<file path="config.mk">
export PLATFORM = sky130hd
export DESIGN_NAME = txg_top
export DESIGN_NICKNAME = d
export VERILOG_FILES = /design/src/rtl/txg_pkg.sv /design/src/rtl/txg_ctrl.sv /design/src/rtl/txg_shifter.sv /design/src/rtl/txg_pin.sv /design/src/rtl/txg_top.sv
export SDC_FILE = /design/constraint.sdc
export NUM_CORES = 1
export LEC_CHECK = 0
export ABC_AREA = 1
export BUFFER_PORTS_ARGS = -buffer_cell sky130_fd_sc_hd__buf_2
export CAP_MARGIN = 15
export CORE_AREA = 2 2 55 70
export CTS_CLUSTER_SIZE = 28
export DETAILED_ROUTE_END_ITERATION = 6
export DIE_AREA = 0 0 57 72
export SYNTH_ARGS = -nofsm -noshare
export SYNTH_HDL_FRONTEND = slang
export SYNTH_SLANG_ARGS = --single-unit
</file>
<file path="constraint.sdc">
create_clock -name clk -period 3.5 [get_ports clk]
set_clock_uncertainty 0.1 [all_clocks]
set_input_delay 0.35 -clock clk [delete_from_list [all_inputs] [get_ports clk]]
set_output_delay 0.35 -clock clk [all_outputs]
set_load 0.02 [all_outputs]
</file>
<file path="src/rtl/txg_pkg.sv">
package txg_pkg;

    typedef enum logic {
        OWN_GPIO   = 1'b0,
        OWN_SERIAL = 1'b1
    } owner_e;

    localparam logic START_LEVEL = 1'b0;
    localparam logic STOP_LEVEL  = 1'b1;
    localparam logic IDLE_LEVEL  = 1'b1;

    function automatic int unsigned frame_bits(input int unsigned data_w,
                                               input int unsigned stop_w);
        return 1 + data_w + stop_w;
    endfunction

endpackage

</file>
<file path="src/rtl/txg_ctrl.sv">
module txg_ctrl #(
    parameter int unsigned DATA_W = 8
) (
    input  logic              clk,
    input  logic              rst_n,
    input  logic              te,
    input  logic              wr_data,
    input  logic [DATA_W-1:0] wdata,
    input  logic              load,
    input  logic              done,
    input  logic              pin_free,
    input  logic              busy,
    output logic              hold_full,
    output logic [DATA_W-1:0] hold_data,
    output logic              te_rise,
    output logic              tdre,
    output logic              tc
);

    typedef struct packed {
        logic              te_prev;
        logic              hold_full;
        logic [DATA_W-1:0] hold_data;
        logic              tdre;
        logic              tc;
    } ctrl_st_t;

    ctrl_st_t st_d, st_q;
    logic     wr_ok;

    assign wr_ok   = wr_data & te;
    assign te_rise = te & ~st_q.te_prev;

    always_comb begin
        st_d         = st_q;
        st_d.te_prev = te;

        // Waiting character: dropped when disabled, taken by the shifter on load
        if (!te) begin
            st_d.hold_full = 1'b0;
        end else if (wr_ok) begin
            st_d.hold_full = 1'b1;
        end else if (load) begin
            st_d.hold_full = 1'b0;
        end

        if (wr_ok) begin
            st_d.hold_data = wdata;
        end

        // Flag sets
        if (load || done || pin_free || te_rise) begin
            st_d.tdre = 1'b1;
        end
        if ((done && !load) || pin_free || (te_rise && !busy)) begin
            st_d.tc = 1'b1;
        end

        // A write wins over any set in the same cycle
        if (wr_ok) begin
            st_d.tdre = 1'b0;
            st_d.tc   = 1'b0;
        end
    end

    always_ff @(posedge clk or negedge rst_n) begin
        if (!rst_n) begin
            st_q <= '0;
        end else begin
            st_q <= st_d;
        end
    end

    assign hold_full = st_q.hold_full;
    assign hold_data = st_q.hold_data;
    assign tdre      = st_q.tdre;
    assign tc        = st_q.tc;

endmodule

</file>
<file path="src/rtl/txg_shifter.sv">
module txg_shifter
    import txg_pkg::*;
#(
    parameter int unsigned DATA_W = 8,
    parameter int unsigned STOP_W = 1
) (
    input  logic              clk,
    input  logic              rst_n,
    input  logic              bit_tick,
    input  logic              te,
    input  logic              hold_full,
    input  logic [DATA_W-1:0] hold_data,
    output logic              load,
    output logic              done,
    output logic              busy,
    output logic              line
);

    localparam int unsigned FRAME_W = frame_bits(DATA_W, STOP_W);
    localparam int unsigned CNT_W   = $clog2(FRAME_W);
    localparam logic [CNT_W-1:0] LAST_IDX = CNT_W'(FRAME_W - 1);

    typedef struct packed {
        logic               busy;
        logic [CNT_W-1:0]   cnt;
        logic [FRAME_W-1:0] sh;
    } shift_st_t;

    shift_st_t st_d, st_q;
    logic      last;

    assign last = st_q.busy && (st_q.cnt == LAST_IDX);
    assign done = bit_tick && last;
    assign load = bit_tick && hold_full && te && (!st_q.busy || last);

    always_comb begin
        st_d = st_q;
        if (load) begin
            st_d.busy = 1'b1;
            st_d.cnt  = '0;
            st_d.sh   = {{STOP_W{STOP_LEVEL}}, hold_data, START_LEVEL};
        end else if (done) begin
            st_d.busy = 1'b0;
            st_d.cnt  = '0;
            st_d.sh   = '1;
        end else if (bit_tick && st_q.busy) begin
            st_d.cnt  = st_q.cnt + 1'b1;
            st_d.sh   = {IDLE_LEVEL, st_q.sh[FRAME_W-1:1]};
        end
    end

    always_ff @(posedge clk or negedge rst_n) begin
        if (!rst_n) begin
            st_q <= '{busy: 1'b0, cnt: '0, sh: '1};
        end else begin
            st_q <= st_d;
        end
    end

    assign busy = st_q.busy;
    assign line = st_q.busy ? st_q.sh[0] : IDLE_LEVEL;

endmodule

</file>
<file path="src/rtl/txg_pin.sv">
module txg_pin
    import txg_pkg::*;
(
    input  logic clk,
    input  logic rst_n,
    input  logic bit_tick,
    input  logic te,
    input  logic busy,
    input  logic done,
    input  logic line,
    input  logic gpio_out,
    output logic own,
    output logic pin_free,
    output logic txd
);

    owner_e own_d, own_q;

    assign pin_free = bit_tick && !te && (own_q == OWN_SERIAL) && (!busy || done);

    always_comb begin
        own_d = own_q;
        if (te) begin
            own_d = OWN_SERIAL;
        end else if (pin_free) begin
            own_d = OWN_GPIO;
        end
    end

    always_ff @(posedge clk or negedge rst_n) begin
        if (!rst_n) begin
            own_q <= OWN_GPIO;
        end else begin
            own_q <= own_d;
        end
    end

    assign own = (own_q == OWN_SERIAL);
    assign txd = own ? line : gpio_out;

endmodule

</file>
<file path="src/rtl/txg_top.sv">
module txg_top #(
    parameter int unsigned DATA_W = 8,
    parameter int unsigned STOP_W = 1
) (
    input  logic              clk,
    input  logic              rst_n,
    input  logic              bit_tick,
    input  logic              te,
    input  logic              tie,
    input  logic              tcie,
    input  logic              wr_data,
    input  logic [DATA_W-1:0] wdata,
    input  logic              gpio_out,
    output logic              txd,
    output logic              tdre,
    output logic              tc,
    output logic              irq
);

    logic              hold_full;
    logic [DATA_W-1:0] hold_data;
    logic              load, done, busy, line;
    logic              own, pin_free, te_rise;

    txg_ctrl #(.DATA_W(DATA_W)) u_ctrl (
        .clk       (clk),
        .rst_n     (rst_n),
        .te        (te),
        .wr_data   (wr_data),
        .wdata     (wdata),
        .load      (load),
        .done      (done),
        .pin_free  (pin_free),
        .busy      (busy),
        .hold_full (hold_full),
        .hold_data (hold_data),
        .te_rise   (te_rise),
        .tdre      (tdre),
        .tc        (tc)
    );

    txg_shifter #(.DATA_W(DATA_W), .STOP_W(STOP_W)) u_shift (
        .clk       (clk),
        .rst_n     (rst_n),
        .bit_tick  (bit_tick),
        .te        (te),
        .hold_full (hold_full),
        .hold_data (hold_data),
        .load      (load),
        .done      (done),
        .busy      (busy),
        .line      (line)
    );

    txg_pin u_pin (
        .clk      (clk),
        .rst_n    (rst_n),
        .bit_tick (bit_tick),
        .te       (te),
        .busy     (busy),
        .done     (done),
        .line     (line),
        .gpio_out (gpio_out),
        .own      (own),
        .pin_free (pin_free),
        .txd      (txd)
    );

    assign irq = (tdre & tie) | (tc & tcie);

endmodule

</file>
==> impl_metrics.tcl, run 1 <==
set metrics [dict create \
    grt_max_degree 28 \
    cts.clk_slew.worst_paths_ps 100 \
    slew_headroom 0.605 \
    io_buffers 19 \
    reg2reg_depth 8 \
    hold_end "u_ctrl.hold_data[0]" \
    design_area_sq_um 1510 \
    worstSetupStartpointType "flop" \
    slew_viol_final 0 \
    cap_violations 0 \
    grt-ovfl-total 0 \
    hold_start "wdata[0]" \
    clock_path_buffers 2 \
    clkLatencyLatePin_ps 270 \
    finalHoldViolations 0 \
    start_util 0.394 \
    holdPathStages 3 \
    synth.distinct_cells 22 \
    p_leak_nw 0.829 \
    area_delta_synth_final_pct 11.6 \
    worstMarginPinSlew_ps 592 \
    root_buffer "clkbuf_8" \
    fin_crit_sh 0.497 \
    dpl_cell_area_sq_um 1450 \
    cts-resized-gates 0 \
    powerDensity_nw_per_um2 696 \
    worst_r2r_endpoint "u_ctrl.tdre" \
    drt-total-wl_microns 2610 \
    ys_seq_area_frac 0.509 \
    tns_ps 0 \
    criticalPathCategory "reg2reg" \
    intPower_w 0.000656 \
    yosysTopAreaCell "dfrtp_1" \
    place_hpwl_microns 1980 \
    crit_fanout 11 \
    dr.first_iter.drc_count 9 \
    postCtsSetupBuffers 0 \
    cts_tree "built" \
    clkSinkCount 27 \
    coreArea_sq_um 3420 \
    synth_cells 170 \
    n_antenna_cell 0 \
    synth_area_leaders "dfrtp_1 (33%), nand2_1 (21%), dfstp_2 (18%), nand3_1 (5.2%), inv_1 (3.9%)" \
    fin_crit_ps 1740 \
    ys_ff_latch 27 \
    status "finished clean" \
    rsz0062_at_grt "false" \
    yosys_warnings 0 \
    grt_pass1_vias 1134 \
    die_area_sq_um 4100 \
    required_ps 3610 \
    first_pass_iters 4 \
    htreeDepth 1 \
    clockPowerShare 0.170 \
    drive_gt1_frac 0.216 \
    groute.usage.overall 0.149 \
    arrival_ps 1850 \
    reg2reg_slack_ps 1760 \
    numCtsBuffers 3 \
    num_rows 24 \
    nets 209 \
    ir_drop_v 0.000397 \
    gp_congestion 0.838 \
    avgSynthCellArea_sq_um 7.93 \
    holdBufCountCts 1 \
    fp.dieW_microns 57 \
    grt_first_pass_wirelength_microns 4890 \
    netlist.area_leader.share 0.334 \
    antenna_found_initial 0 \
    worstHoldPathType "in2reg" \
    syn-num-nets 188 \
    io_pins 20 \
    switching_share 0.374 \
    seqPwrFrac 0.494 \
    ant_nets 0 \
    syn_area_sq_um 1350 \
    combPwrFrac 0.336 \
    end_kind "flop" \
    route.detailed.drc 0 \
    dieHeight_microns 72 \
    wl_per_cell_microns 11.4 \
    rr_startpoint "u_shift.st_q[11]" \
    finalSetupViolations 0 \
    p_sw_w 0.000392 \
    max_clock_freq_mhz 575 \
    vias 1086 \
    avgViaCountPerCell 4.74 \
]
how the worst max path moves through the flow:
stage / start / to / cells past startpoint
floorplan: u_shift.st_q[10] / u_ctrl.tdre / 8
global placement: u_shift.st_q[11] / u_ctrl.tdre / 8
detailed placement: u_shift.st_q[11] / u_ctrl.tdre / 8
CTS: u_shift.st_q[11] / u_ctrl.tdre / 8
global route: u_shift.st_q[11] / u_ctrl.tc / 8
finish: u_shift.st_q[11] / u_ctrl.tdre / 8
layout make-up:
cell class,count,area (sq um)
well taps,39,48.8
flip-flops and latches,27,687
fillers,383,1920
repair buffers,20,105
clock buffers,3,41.3
multi-input cells,122,554
inverters,17,63.8
clock inverters,1,5.00
layer usage:
metal,vias up,GRT usage,share of wire
met2,11,0.259,0.50
met4,0,0.0465,0.010
met1,510,0.182,0.46
li1,561,-,-
met5,-,0,0
met3,4,0.0339,0.028
synthesized netlist by cell type (all sizes together):
cell	number
inv	16
nand3b	2
o21ai	2
o211ai	1
ha	2
nor2	11
a22o	1
o22ai	2
clkbuf	1
a21oi	2
xor2	2
nand2	82
clkinv	1
buf	3
dfrtp	18
nand3	14
dfstp	9
a31oi	1
registers in the layout (all words and copies together) (netlist names):
| signal | flops |
|---|---|
| u_ctrl.tdre | 1 |
| u_ctrl.hold_data | 8 |
| u_ctrl.tc | 1 |
| u_ctrl.hold_full | 1 |
| u_ctrl.st_q | 1 |
| u_shift.st_q | 13 |
| u_pin.own | 1 |
| u_shift.busy | 1 |
metrics by stage:
step,total power [W],setup slack [ps],utilization,cells,hold WS [ps]
after floorplan,0.000786,2070,-,170,-45.6
after global placement,0.000868,1880,0.423,224,282
after detailed placement,0.000879,1750,0.423,224,288
after CTS,0.00106,1740,0.440,229,159
after global routing,0.00114,1490,0.440,229,164
final,0.00105,1760,0.440,229,160
kinds of logic after synthesis:
family / Yosys count / synth area share
flip-flops: 27 / 0.509
AND/OR/NAND/NOR: 109 / 0.339
XOR/XNOR: 2 / 0.0130
buffers and inverters: 21 / 0.0798
AO/OA/AOI/OAI: 9 / 0.0408
adder cells (fa/ha/maj): 2 / 0.0185
worst max-delay path, cell delays in order (launching register included):
cell     delay [ps]
dfrtp_1         410
inv_1            90
ha_1            170
nand2_1          70
nor2_1          200
nand2_2         210
a21oi_1         270
nor2_1           80
nor2_1           80
placed cells by master, fill, tap and decap left out, drive strengths merged:
cell	instances
a21oi	2
a22o	1
a31oi	1
buf	19
clkbuf	3
clkinv	2
dfrtp	18
dfstp	9
dlygate4sd3	1
ha	2
inv	16
nand2	82
nand3	14
nand3b	2
nor2	11
o211ai	1
o21ai	2
o22ai	2
xor2	2
power by group through the flow:
stage	Clock, W	Combinational [W]	Sequential (W)
2_1_floorplan	0	0.000273	0.000512
3_3_place_gp	0	0.000347	0.000521
3_5_place_dp	0	0.000358	0.000521
4_1_cts	0.000185	0.000358	0.000518
5_1_grt	0.000198	0.000411	0.000535
6_report	0.000178	0.000352	0.000517
Note: power is estimated with default switching activity, not from simulation.
==> run 2, diff against run 1 <==
==> constraint.sdc (replaced) <==
create_clock -name clk -period 1.5 [get_ports clk]
set_clock_uncertainty 0.1 [all_clocks]
set_input_delay 0.15 -clock clk [delete_from_list [all_inputs] [get_ports clk]]
set_output_delay 0.15 -clock clk [all_outputs]
set_load 0.02 [all_outputs]
==> run 2 against run 1 <==
  * First-iteration DRC count grew to 4.2 times the previous value
  * Sequential power is 130% higher
  * Core utilization is 7.6 points higher
  * Die area stayed put
  * Clock power is 130% higher
  * Sequential cell count stayed put
  * Critical path type unchanged
  * Largest cell class unchanged
  * Highest routed layer unchanged
==> impl_metrics.tcl, run 2 (same netlist as run 1, synthesis figures left out) <==
set metrics [dict create \
    ir_drop_v 0.000755 \
    setup_ws_ps 20.7 \
    area_delta_synth_final_pct 30.8 \
    clock_path_buffers 2 \
    vias 1149 \
    drt-total-wl_microns 2810 \
    hold_end "u_shift.st_q[11]" \
    groute.usage.overall 0.149 \
    required_ps 1620 \
    num_rows 24 \
    route.detailed.drc 0 \
    max_clock_freq_mhz 676 \
    slew_viol_final 0 \
    dr.first_iter.drc_count 38 \
    grt_max_degree 28 \
    finalPower_w 0.00270 \
    avgViaCountPerCell 4.65 \
    tns_ps 0 \
    final_cells 247 \
    io_pins 20 \
    coreArea_sq_um 3420 \
    holdWs_ps 113 \
    drive_gt1_frac 0.308 \
    cap_violations 0 \
    gp_congestion 0.800 \
    cts_tree "built" \
    clkLatencyLatePin_ps 280 \
    place_ws_ps -32.2 \
    largest_register_ffs 13 \
    top_register "u_shift.st_q" \
    status "finished clean" \
    wl_per_cell_microns 11.4 \
    htreeDepth 1 \
    crit_fanout 8 \
    clkSinkCount 27 \
    arrival_ps 1600 \
    powerDensity_nw_per_um2 1530 \
    slew_headroom 0.614 \
    reg2reg_depth 11 \
    fin_crit_sh 0.986 \
    end_kind "flop" \
    root_buffer "clkbuf_8" \
    placed_cells 231 \
    dieHeight_microns 72 \
    worst_r2r_endpoint "u_shift.st_q[6]" \
    start_util 0.394 \
    finalSetupViolations 0 \
    layout_commonest_cell "nand2_1" \
    antenna_found_initial 0 \
    nets 227 \
    first_pass_iters 2 \
    grt_pass1_vias 1169 \
    worstSetupStartpointType "flop" \
    io_buffers 19 \
    cts.clk_slew.worst_paths_ps 90 \
    reg2reg_slack_ps 20 \
    holdPathStages 3 \
    die_area_sq_um 4100 \
    ant_nets 0 \
    worstMarginPinSlew_ps 579 \
    grt_first_pass_wirelength_microns 4850 \
    fin_crit_ps 1480 \
    finalHoldViolations 0 \
    criticalPathCategory "reg2reg" \
    place_hpwl_microns 1930 \
    worstHoldPathType "in2reg" \
    rr_startpoint "u_shift.st_q[11]" \
    fp.dieW_microns 57 \
    grt-ovfl-total 0 \
    numCtsBuffers 3 \
    p_leak_nw 0.949 \
    rsz0062_at_grt "true" \
    final_cell_mix "nand2_1 (69), buf_2 (19), dfrtp_1 (18)" \
    hold_start "bit_tick" \
    n_antenna_cell 0 \
]
run 2: worst max-delay path by stage:
stage	start	end	cells past startpoint
floorplan	u_shift.st_q[10]	u_ctrl.tdre	8
CTS	u_shift.st_q[11]	u_shift.st_q[6]	11
finish	u_shift.st_q[11]	u_shift.st_q[6]	11
detailed placement	u_shift.st_q[11]	u_ctrl.tdre	8
global route	u_shift.st_q[11]	u_shift.st_q[4]	11
global placement	u_shift.st_q[11]	u_ctrl.tdre	8
run 2: layout make-up:
type	instances	area (sq um)
fillers	333	1660
repair buffers	37	284
well taps	39	48.8
multi-input cells	122	623
repair inverters	1	7.51
flip-flops and latches	27	687
inverters	17	67.6
clock buffers	3	41.3
clock inverters	1	5.00
run 2: repair_timing:
item,in CTS,in global routing
hold buffers,10,0
buffers inserted,0,2
gates resized for setup,3,18
gates cloned,0,1
hold endpoints to repair,27,0
setup endpoints to repair,9,24
pin swaps,0,10
run 2: stage by stage:
step,util,area (sq um)
after floorplan,-,1350
after global placement,0.442,1510
after detailed placement,0.442,1510
after CTS,0.488,1670
after global routing,0.515,1760
final,0.515,1760
run 2: power breakdown:
group          internal (W)  switching (W)  total (W)
Sequential          0.00103       0.000181    0.00121
Clock              0.000186       0.000223   0.000409
Combinational      0.000475       0.000607    0.00108
Total               0.00169        0.00101    0.00270
run 2: critical path, stage by stage, from the launching register on:
cell and delay [ps]:
dfrtp_1 400, inv_2 90, ha_4 150, nand2_4 50
nor2_4 150, nand2_4 90, buf_12 140, nand2_1 50
nand2_1 50, nand2_1 50, nand2_1 40, nand2_1 60
run 2: metal layers:
layer,vias up,track usage,share of wire
li1,600,-,-
met1,533,0.183,0.47
met2,12,0.257,0.50
met3,4,0.0267,0.020
met4,0,0.0646,0.012
met5,-,0,0
==> run 3, diff against run 2 <==
==> constraint.sdc (replaced) <==
create_clock -name clk -period 1.8 [get_ports clk]
set_clock_uncertainty 0.1 [all_clocks]
set_input_delay 0.18 -clock clk [delete_from_list [all_inputs] [get_ports clk]]
set_output_delay 0.18 -clock clk [all_outputs]
set_load 0.02 [all_outputs]
==> run 3 against run 2 <==
  * Global-route usage decreased by 0.65 points
  * First-iteration DRC count decreased by 61%
  * Final cell count decreased by 3.6%
  * Sequential power decreased by 19%
==> impl_metrics.tcl, run 3 (same netlist as run 1, synthesis figures left out) <==
set metrics [dict create \
    status "finished clean" \
    root_buffer "clkbuf_8" \
    largest_register_ffs 13 \
    criticalPathCategory "reg2reg" \
    cts.clk_slew.worst_paths_ps 90 \
    p_sw_w 0.000764 \
    seqPwrFrac 0.475 \
    required_ps 1910 \
    dr.first_iter.drc_count 15 \
    clkSinkCount 27 \
    fin_crit_ps 1670 \
    clockPowerShare 0.170 \
    place_ws_ps 115 \
    setup_ws_ps 131 \
    drt-total-wl_microns 2650 \
    route.detailed.drc 0 \
    startpoint "u_shift.st_q[11]" \
    place_hpwl_microns 1890 \
    powerDensity_nw_per_um2 1300 \
    num_rows 24 \
    worstSetupStartpointType "flop" \
    io_pins 20 \
    grt-ovfl-total 0 \
    worstMarginPinSlew_ps 592 \
    cp_cell_sequence "inv_1 > ha_1 > nand2_1 > nor2_1 > nand2_2 > a21oi_2 > nor2_1 > nor2_1" \
    rr_startpoint "u_shift.st_q[11]" \
    combPwrFrac 0.354 \
    tns_ps 0 \
    coreArea_sq_um 3420 \
    clock_path_buffers 2 \
    grt_first_pass_wirelength_microns 4690 \
    drive_gt1_frac 0.221 \
    intPower_w 0.00130 \
    clkLatencyLatePin_ps 280 \
    fin_crit_sh 0.927 \
    avgViaCountPerCell 4.73 \
    p_leak_nw 0.868 \
    start_util 0.394 \
    fp.dieW_microns 57 \
    worstHoldPathType "in2reg" \
    crit_fanout 11 \
    switching_share 0.369 \
    max_clock_freq_mhz 599 \
    cts_tree "built" \
    grt_pass1_vias 1123 \
    holdPathStages 3 \
    numCtsBuffers 3 \
    ir_drop_v 0.000669 \
    nets 218 \
    final_cell_mix "nand2_1 (75), buf_2 (19), dfrtp_1 (18)" \
    arrival_ps 1780 \
    area_delta_synth_final_pct 18.2 \
    die_area_sq_um 4100 \
    regArea_sq_um 687 \
    grt_max_degree 28 \
    dieHeight_microns 72 \
    multi_input_comb_area_sq_um 558 \
    wl_per_cell_microns 11.1 \
    design_area_sq_um 1590 \
    crit_path_frequent_cell "nor2_1" \
    cap_violations 0 \
    holdWs_ps 1.79 \
    finalPower_w 0.00207 \
    antenna_found_initial 0 \
    slew_headroom 0.605 \
    hold_start "wdata[5]" \
    reg2reg_depth 8 \
    htreeDepth 1 \
    finalHoldViolations 0 \
    critPathSlowestCell "dfrtp_1" \
    end_kind "flop" \
    first_pass_iters 4 \
    slew_viol_final 0 \
    gp_congestion 0.784 \
    io_buffers 19 \
    fillers 372 \
    layout_commonest_cell "nand2_1" \
    n_antenna_cell 0 \
    groute.usage.overall 0.143 \
    top_register "u_shift.st_q" \
    ant_nets 0 \
    max_stage_delay_ps 410 \
    dpl_cell_area_sq_um 1460 \
    rsz0062_at_grt "false" \
    finalSetupViolations 0 \
    vias 1126 \
]
==> run 3: cell count changes in the layout (fill, tap and decap cells not counted), sizes merged <==
cell	before	now
clkinv	1	2
buf	27	21
clkinvlp	2	0
dlygate4sd3	10	8
==> run 3: final timing paths <==
check                                       to  slack [ps]
max                                  u_ctrl.tc         130
min                        u_ctrl.hold_data[5]           2
min in group asynchronous     u_shift.st_q[12]         330
max in group asynchronous     u_shift.st_q[11]         880
min reg2reg                    u_shift.st_q[2]         370
max reg2reg                          u_ctrl.tc         130
==> run 3: power groups by stage <==
| stage | clock (W) | combinational (W) | sequential (W) |
|---|---|---|---|
| 2_1_floorplan | 0 | 0.000532 | 0.000997 |
| 3_3_place_gp | 0 | 0.000712 | 0.000987 |
| 3_5_place_dp | 0 | 0.000729 | 0.000995 |
| 4_1_cts | 0.000363 | 0.000743 | 0.000985 |
| 5_1_grt | 0.000389 | 0.000852 | 0.00101 |
| 6_report | 0.000353 | 0.000733 | 0.000983 |
==> run 3: what timing repair did <==
item,4_1_cts,5_1_grt
endpoints found under the setup margin,0,2
endpoints found under the hold margin,25,0
gates resized for setup,0,1
hold buffers,8,0
setup buffers,0,0
==> run 3: routing by layer <==
| layer | up-vias | GRT usage | share of wire |
|---|---|---|---|
| met5 | - | 0 | 0 |
| met4 | 0 | 0.0465 | 0.014 |
| met3 | 4 | 0.0267 | 0.023 |
| met2 | 14 | 0.257 | 0.50 |
| met1 | 526 | 0.170 | 0.46 |
| li1 | 582 | - | - |
==> run 3: area by class of cell <==
type,count,area share
multi-input cells,122,0.350
repair buffers,29,0.119
flip-flops and latches,27,0.431
well taps,39,0.0306
clock buffers,3,0.0259
inverters,17,0.0400
clock inverters,1,0.00314
==> run 3: worst max-delay path, delay by kind of cell (launching register included) <==
family | cells | cell delay, ps
AOI/OAI and AO/OA | 1 | 240
adders and majority gates | 1 | 160
DFF | 1 | 410
and+or+nand+nor | 5 | 610
buffers and inverters | 1 | 80
==> run 3: per-stage QoR <==
stage	std cells	utilization
finish	238	0.466
global route	238	0.466
CTS	238	0.465
detailed placement	226	0.428
global placement	226	0.428
floorplan	170	-
